--- config.mk ---
export PLATFORM = sky130hd
export DESIGN_NAME = serial_rate_gen
export DESIGN_NICKNAME = d
export VERILOG_FILES = /design/src/rtl/serial_rate_gen.sv
export SDC_FILE = /design/constraint.sdc
export NUM_CORES = 1
export LEC_CHECK = 0
export BUFFER_PORTS_ARGS = -buffer_cell sky130_fd_sc_hd__buf_4
export CORE_UTILIZATION = 30
export DETAILED_ROUTE_END_ITERATION = 10
export SYNTH_ARGS = -nofsm -noshare
export SYNTH_HDL_FRONTEND = slang
export SYNTH_SLANG_ARGS = --single-unit
--- constraint.sdc ---
create_clock -name clk -period 6.96 [get_ports clk]
set_input_delay 0.696 -clock clk [delete_from_list [all_inputs] [get_ports clk]]
set_output_delay 0.696 -clock clk [all_outputs]
set_load 0.01 [all_outputs]
--- src/rtl/serial_rate_gen.sv ---
module serial_rate_gen #(
  parameter int unsigned FOSC_HZ     = 12_000_000,
  parameter int unsigned LIMIT_HZ    = 100_000,
  parameter int unsigned OVF_HALF    = 4,
  parameter int unsigned TIMER_SCALE = 96
) (
  input  logic       clk,
  input  logic       rst,
  input  logic       master_en,
  input  logic [2:0] rate_sel,
  input  logic [7:0] reload,
  input  logic       ovf_pulse,
  output logic       scl_out,
  output logic       too_fast
);
  localparam int unsigned MAXH = (OVF_HALF > 480) ? OVF_HALF : 480;
  localparam int unsigned CW   = $clog2(MAXH + 1);

  function automatic logic [10:0] div_of(input logic [2:0] s);
    case (s)
      3'd0: div_of = 11'd256;
      3'd1: div_of = 11'd224;
      3'd2: div_of = 11'd192;
      3'd3: div_of = 11'd160;
      3'd4: div_of = 11'd960;
      3'd5: div_of = 11'd120;
      default: div_of = 11'd60;
    endcase
  endfunction

  function automatic logic [CW-1:0] half_of(input logic [2:0] s);
    if (s == 3'd7) half_of = CW'(OVF_HALF);
    else           half_of = CW'(div_of(s) >> 1);
  endfunction

  logic [2:0]    cur_sel;
  logic [CW-1:0] cnt;
  logic          scl_q;

  wire timer_mode = (cur_sel == 3'd7);
  wire step       = master_en && (!timer_mode || ovf_pulse);
  wire wrap       = step && (cnt == half_of(cur_sel) - CW'(1));

  always_ff @(posedge clk) begin
    if (rst || !master_en) begin
      scl_q   <= 1'b1;
      cnt     <= '0;
      cur_sel <= rate_sel;
    end else if (wrap) begin
      cnt   <= '0;
      scl_q <= ~scl_q;
      if (!scl_q) cur_sel <= rate_sel;
    end else if (step) begin
      cnt <= cnt + CW'(1);
    end
  end

  assign scl_out = scl_q;

  wire [63:0] fosc_w  = 64'(FOSC_HZ);
  wire [63:0] lim_w   = 64'(LIMIT_HZ);
  wire [63:0] tdiv_w  = 64'(TIMER_SCALE) * (64'd256 - 64'(reload));
  assign too_fast = (rate_sel == 3'd7) ? (fosc_w > lim_w * tdiv_w)
                                       : (fosc_w > lim_w * 64'(div_of(rate_sel)));


  idle_high_chk: assert property (@(posedge clk) disable iff (rst)
    !master_en |=> scl_out);


  timer_hold_chk: assert property (@(posedge clk) disable iff (rst)
    (master_en && timer_mode && !ovf_pulse) |=> $stable(scl_out));


  code_latch_chk: assert property (@(posedge clk) disable iff (rst)
    master_en |=> ($stable(cur_sel) || $rose(scl_out) || !master_en));


  cnt_bound_chk: assert property (@(posedge clk) disable iff (rst)
    cnt < half_of(cur_sel));
endmodule

==> results of run 1 <==
==> worst max-delay path: stages <==
cell and delay [ps]:
buf_4 140, or3_4 390, buf_4 140, o21a_1 200, and3_4 200, o31a_4 370
o21bai_4 140, a21oi_4 90, buf_6 120, o21bai_4 160, buf_4 160, ha_2 280
fa_1 460, ha_1 290, inv_1 50, fa_1 480, inv_1 70, ha_1 220
buf_4 160, nor2_1 60, o21ai_2 150, o21ai_2 80, buf_4 150, a2111o_1 350
a21oi_2 160, o2111ai_2 110, o41ai_2 320, buf_4 180
==> cells by family after synthesis <==
family / Yosys count
flip-flops: 13
buffers and inverters: 120
adder cells (fa/ha/maj): 174
other: 1
AO/OA/AOI/OAI: 118
AND/OR/NAND/NOR: 146
XOR/XNOR: 45
multiplexers: 8
==> state kept, by name, indices dropped and copies added, names as in the netlist <==
signal,cells
scl_out,1
cnt,9
cur_sel,3
==> cell usage in the layout, fill, tap and decap left out, drive strengths merged, types with 8 or more instances in the layout <==
master / Yosys / routed
nor2: 42 / 42
o21ai: 26 / 26
buf: 1 / 131
inv: 110 / 111
nand3: 17 / 17
nand2: 27 / 27
and2: 8 / 8
nor3: 11 / 11
dfxtp: 10 / 10
a21oi: 29 / 29
ha: 142 / 142
xor2: 18 / 18
fa: 32 / 32
xnor2: 27 / 27
==> metrics by stage <==
step	TNS (ps)	worst slack, ps
2_1_floorplan	0	12.5
3_3_place_gp	-473	-473
3_5_place_dp	-550	-550
4_1_cts	-77.2	-77.2
5_1_grt	-421	-421
6_report	-114	-114
==> layer usage <==
layer | routed length (um) | up-vias | track usage [%] | share of wire (%)
met5 | 0 | - | 0 | 0
met4 | 23 | 0 | 1.07 | 0.19
met3 | 85 | 4 | 0.567 | 0.72
met2 | 5860 | 25 | 24.0 | 50
met1 | 5820 | 2203 | 18.1 | 49
li1 | - | 2409 | - | -
==> final cells by class <==
class	instances	area, um^2
Clock buffer	4	78.8
Fill cell	1675	9600
Inverter	111	424
Multi-Input combinational cell	493	5110
Sequential cell	13	290
Tap cell	220	275
Timing Repair Buffer	131	1040
==> worst paths after layout <==
check	start	endpoint	slack [ps]
max	reload[3]	too_fast	-110
min	scl_out	scl_out	520
max reg2reg	cnt[2]	cur_sel[2]	4530
min reg2reg	scl_out	scl_out	520
==> repair_timing <==
| action | 4_1_cts | 5_1_grt |
|---|---|---|
| gates cloned | 0 | 0 |
| hold buffers | 0 | 0 |
| resized for setup | 66 | 50 |
| buffers inserted | 8 | 15 |
| pin swaps | 40 | 60 |
| endpoints found under the setup margin | 1 | 1 |
==> results.ini, run 1 <==
[synth]
yosysTopAreaCell=ha_1
synth_top_area_share_pct=34.0
postSynthAreaPerCell_um2=8.36
syn_area_um2=5220
synth_top_family_by_area=adder cells
synth_flop_cell=dfxtp_1
syn-instance-count=625
yosys.area_share.simple_pct=14.1
yosysMostFrequentCell=ha_1
synth_compound_area_share_pct=15.7
synthMuxAreaShare_pct=1.61
synth_common_cells=ha_1, inv_1, nor2_1
yosysSeqAreaShare_pct=5.56
ys_seq_elements=13
synth_cell_type_count=69
ys_top_cells_by_area=ha_1, fa_1, inv_1, xnor2_1, dfxtp_1
synth_edf_count=3
ys_warn_count=0
synth-xor-area-share_pct=8.05
async_flop_share_pct=0
synth_fa_ha_area_share_pct=46.3

[route]
drt_iter0_drc=126
drt_first_pass_iters=4
via_count=4641
wirelength_um=11800
wl_per_cell_um=12.1
drtAntennaViolNets=0
post-route-drc-count=0
avgViaCountPerCell=4.77

[die]
die-area_um2=17900
start_util_pct=31.1
die_x_um=134
ios=17
rows=47
fp.coreArea_um2=16800
die_y_um=134

[critical_path]
crit_fanout=4
rr_worst_depth=7
crit_required_ps=6260
worst-endpoint-arrival_ps=6380
worstSetupStartpointType=input port
worstSetupPathType=in -> out
crit_path_end_kind=output pin

[clock_tree]
cts.htree.levels=1
cts_tree=yes
cts_num_sinks=13
worstSkewPairLatency_ps=240
path_clk_slew_ps=40
cts_root_buffer=clkbuf_16
clk_path_buf_depth=2
cts_buffers=3

[placement]
place_inst=946
place_congestion=0.798
dp_hpwl_um=9410
numPortBuffers=16
post_dp_cell_area_um2=6380

[cells_and_area]
finalInstanceArea_um2=7220
final_cells=972
drive_gt1_share_pct=31.6
syn_to_final_growth_pct=38.2
final_util_pct=42.9
diodes=0
nNetsFinal=942

[timing]
rsz0062_at_grt=true
finalClockSkew_ps=1.71
setup_viol=1
fmaxAchievable_ghz=0.141
worst_slack_ps=-114
fin_crit_sh_pct=102
hold_slack_ps=515
period_needed_ps=7070
hold_violations=0
maxSlewViolCount=0

[global_routing]
grt_max_degree=18
grt_remaining_overflow=0
grt_pass1_vias=4572
grt_pass1_wl_um=20400
antenna_found_initial=0
grt_usage_pct=13.3

[job]
cap_viol_max_count=0

[min_path]
hold_class=reg -> reg
hold_depth=2

[status]
run_status=finished with violations
violations=setup timing

Power of run 1 is left out: the tool's default activity adds up to more than one toggle a clock period on the data nets, which glitch-free logic cannot reach.
==> run 2, diff against run 1 <==
--- a/config.mk
+++ b/config.mk
@@ -5,9 +5,11 @@
 export SDC_FILE = /design/constraint.sdc
 export NUM_CORES = 1
 export LEC_CHECK = 0
+export ABC_AREA = 1
 export BUFFER_PORTS_ARGS = -buffer_cell sky130_fd_sc_hd__buf_4
 export CORE_UTILIZATION = 30
 export DETAILED_ROUTE_END_ITERATION = 10
+export GPL_TIMING_DRIVEN = 0
 export SYNTH_ARGS = -nofsm -noshare
 export SYNTH_HDL_FRONTEND = slang
 export SYNTH_SLANG_ARGS = --single-unit
==> results.ini, run 2 <==
[status]
run_status=finished with violations
violations=DRC

[die]
start_util_pct=31.0
die_x_um=139
rows=49
die-area_um2=19300
die_y_um=139
ios=17
fp.coreArea_um2=18100

[synth]
synth_flop_cell=dfxtp_1
ys_seq_elements=13
yosysMostFrequentCell=inv_1
syn-instance-count=828
synth_common_cells=inv_1, nand2_1, ha_1
ys_top_cells_by_area=ha_1, inv_1, nand2_1, fa_1, nor2_1
yosysTopAreaCell=ha_1
postSynthAreaPerCell_um2=6.80
yosysSeqAreaShare_pct=5.16
synth_top_area_share_pct=31.6
synth_edf_count=3
syn_area_um2=5630
synth_cell_type_count=41
async_flop_share_pct=0
ys_warn_count=0

[global_routing]
antenna_found_initial=0
grt_pass1_wl_um=19800
grt_remaining_overflow=0
grt_pass1_vias=4434
grt_max_degree=9
grt_usage_pct=11.9

[critical_path]
rrSetupSlack_ps=4990
crit_slowest_cell=fa_1
slowest_delay_ps=540
cp_common_cell=nand2_1
crit_required_ps=6260
worst-endpoint-arrival_ps=5990
crit_fanout=3
worstSetupStartpointType=input port
worstSetupPathType=in -> out
crit_path_end_kind=output pin

[min_path]
hold_class=reg -> reg

[route]
via_count=5001
avgViaCountPerCell=4.58
post-route-drc-count=1
wl_per_cell_um=10.6
drt_first_pass_iters=9
drtAntennaViolNets=0
drt_iter0_drc=201
wirelength_um=11600

[placement]
post_dp_cell_area_um2=6040
dp_hpwl_um=10000
numPortBuffers=16
place_congestion=0.827
dp_slack_ps=-583

[cells_and_area]
diodes=0
syn_to_final_growth_pct=21.2
drive_gt1_share_pct=19.3
largest_register_ffs=9
top_register=cnt
finalInstanceArea_um2=6820
layout_commonest_cell=inv_1
nNetsFinal=1054
layout_common_cells=inv_1, nand2_1, ha_1, nor2_1, nand3_1

[job]
cap_viol_max_count=0

[clock_tree]
cts.htree.levels=1
cts_root_buffer=clkbuf_16
path_clk_slew_ps=40
cts_num_sinks=13
worstSkewPairLatency_ps=240
clk_path_buf_depth=2
cts_tree=yes
cts_buffers=3

[timing]
hold_violations=0
setup_viol=0
fin_crit_sh_pct=96.0
hold_slack_ps=486
finalClockSkew_ps=2.92
period_needed_ps=6680
fmaxAchievable_ghz=0.150
maxSlewViolCount=0
worst_slack_ps=279

-- run 2: kinds of logic after synthesis --
| group | after synthesis | synth area share (%) |
|---|---|---|
| other | 1 | 0.0666 |
| and+or+nand+nor | 352 | 27.8 |
| buffers and inverters | 198 | 13.2 |
| AOI/OAI and AO/OA | 66 | 6.56 |
| DFF | 13 | 5.16 |
| adders and majority gates | 174 | 43.0 |
| xor gates and xnor gates | 24 | 4.20 |
-- run 2: path summary, 6_finish.rpt --
path                                  from          to  cells after the start
worst max register to register  cur_sel[1]  cur_sel[2]                      9
worst min register to register      cnt[7]      cnt[7]                      1
worst min-delay path                cnt[7]      cnt[7]                      1
worst max-delay path             reload[1]    too_fast                     33
-- run 2: final cells by class --
cell class              instances  area [um^2]
multi-input cells             618         5170
well taps                     229          287
clock buffers                   4         78.8
inverters                     197          747
fillers                      1908        11300
plain buffers                   1         5.00
repair buffers                 31          245
flip-flops and latches         13          290
-- run 2: timing repair --
| item | CTS | global route |
|---|---|---|
| resized for setup | 26 | 89 |
| setup buffers | 7 | 8 |
| endpoints found under the setup margin | 1 | 1 |
| hold buffers | 0 | 0 |
| pin swaps | 8 | 50 |
-- run 2: metrics by stage --
stage | util (%) | setup TNS, ps | instances
after floorplan | - | 0 | 829
after global placement | 33.3 | -524 | 1074
after detailed placement | 33.3 | -583 | 1074
after CTS | 34.9 | 0 | 1085
after global routing | 37.6 | -57.5 | 1093
final | 37.6 | 0 | 1093
-- run 2: metal layers --
| metal | GRT usage [%] | vias up | share of wire (%) |
|---|---|---|---|
| met4 | 1.64 | 0 | 0.64 |
| met5 | 0 | - | 0 |
| li1 | - | 2672 | - |
| met3 | 0.345 | 7 | 1.7 |
| met2 | 20.3 | 48 | 47 |
| met1 | 17.2 | 2274 | 50 |
-- run 2: critical path, delay by kind of cell --
kind	cells	cell delay [ps]
and+or+nand+nor	13	1460
AOI/OAI and AO/OA	3	430
xor gates and xnor gates	2	370
adders and majority gates	8	2350
buffers and inverters	7	670
Power of run 2 is left out for the same reason.
==> run 3, diff against run 2 <==
==> constraint.sdc (replaced) <==
create_clock -name clk -period 6.1 [get_ports clk]
set_input_delay 0.61 -clock clk [delete_from_list [all_inputs] [get_ports clk]]
set_output_delay 0.61 -clock clk [all_outputs]
set_load 0.01 [all_outputs]
==> results.ini, run 3 (same netlist as run 2, synthesis figures left out) <==
[min_path]
hold_class=reg -> reg
hold_depth=1

[job]
cap_viol_max_count=0

[critical_path]
r2r_end=cur_sel[2]
cp_common_cell=nand2_1
cp-startpoint=reload[1]
endpoint=too_fast
worstSetupPathType=in -> out
crit_fanout=5
crit_path_end_kind=output pin
worstSetupStartpointType=input port
rr_worst_depth=9
crit_required_ps=5490
slowest_delay_ps=510
crit-reg2reg-launch=cur_sel[1]
worst-endpoint-arrival_ps=5790
crit_slowest_cell=fa_1
rrSetupSlack_ps=4170

[global_routing]
grt_pass1_vias=4826
grt_usage_pct=12.7
antenna_found_initial=0
grt_max_degree=9
grt_pass1_wl_um=21100
grt_remaining_overflow=0

[cells_and_area]
layout_commonest_cell=inv_1
syn_to_final_growth_pct=22.1
drive_gt1_share_pct=19.1
diodes=0
nNetsFinal=1059
fillers=1913
layout_common_cells=inv_1, nand2_1, ha_1, nor2_1, nand3_1
largest_register_ffs=9
finalInstanceArea_um2=6870
top_register=cnt

[route]
drt_iter0_drc=151
via_count=4956
post-route-drc-count=0
drtAntennaViolNets=0
wl_per_cell_um=10.5
drt_first_pass_iters=6
wirelength_um=11500
avgViaCountPerCell=4.51

[die]
die_y_um=139
rows=49
ios=17
fp.coreArea_um2=18100
die_x_um=139
die-area_um2=19300
start_util_pct=31.0

[clock_tree]
ctsHoldBuffers=0
worstSkewPairLatency_ps=240
cts.htree.levels=1
cts_tree=yes
cts_num_sinks=13
cts_buffers=3
clk_path_buf_depth=2
path_clk_slew_ps=40
cts_root_buffer=clkbuf_16

[timing]
hold_slack_ps=476
rsz0062_at_grt=true
finalSetupTns_ps=-302
fmaxAchievable_ghz=0.156
maxSlewViolCount=0
finalClockSkew_ps=1.89
worst_slack_ps=-302
hold_violations=0
setup_viol=1
period_needed_ps=6400
fin_crit_sh_pct=105

[placement]
post_dp_cell_area_um2=6140
dp_hpwl_um=9950
place_congestion=0.836
numPortBuffers=16

[status]
violations=setup timing
run_status=finished with violations

## run 3: repair_timing
item | CTS | global route
cloned | 0 | 0
setup buffers | 15 | 5
pin swaps | 51 | 21
resized for setup | 84 | 13
endpoints found under the setup margin | 1 | 1
## run 3: area by class of cell
| cell class | count | area (um^2) | area share, % |
|---|---|---|---|
| buffer | 1 | 5.00 | 0.0728 |
| clock buffer | 4 | 78.8 | 1.15 |
| inverter | 197 | 752 | 10.9 |
| multi-input combinational | 618 | 5160 | 75.2 |
| sequential | 13 | 290 | 4.23 |
| tap | 229 | 287 | 4.17 |
| timing repair buffer | 36 | 294 | 4.28 |
## run 3: worst min path at each step
stage,end,start,slack [ps]
floorplan,cnt[7],cnt[7],440
global placement,cnt[7],cnt[7],460
detailed placement,cnt[7],cnt[7],470
CTS,cnt[7],cnt[7],480
global route,cnt[7],cnt[7],500
finish,cnt[7],cnt[7],480
## run 3: per-stage QoR
step	util (%)	std cells	setup WS (ps)
6_report	37.9	1098	-302
5_1_grt	37.9	1098	-702
4_1_cts	37.4	1093	-311
3_5_place_dp	33.9	1074	-914
3_3_place_gp	33.9	1074	-828
2_1_floorplan	-	829	7.39
## run 3: layer usage
metal | share of wire (%) | wire length (um) | global-route usage (%) | vias to the layer above
met3 | 1.5 | 172 | 0.725 | 9
li1 | - | - | - | 2682
met4 | 0.96 | 110 | 2.22 | 0
met2 | 46 | 5340 | 21.9 | 38
met1 | 51 | 5890 | 17.4 | 2227
met5 | 0 | 0 | 0 | -
## run 3: critical path, delay by kind of cell
kind / cells / cell delay [ps]
fa+ha+maj: 8 / 2700
simple gates: 15 / 1380
buf+inv: 6 / 380
xor+xnor: 2 / 360
compound gates: 2 / 360
Power of run 3 is left out for the same reason.
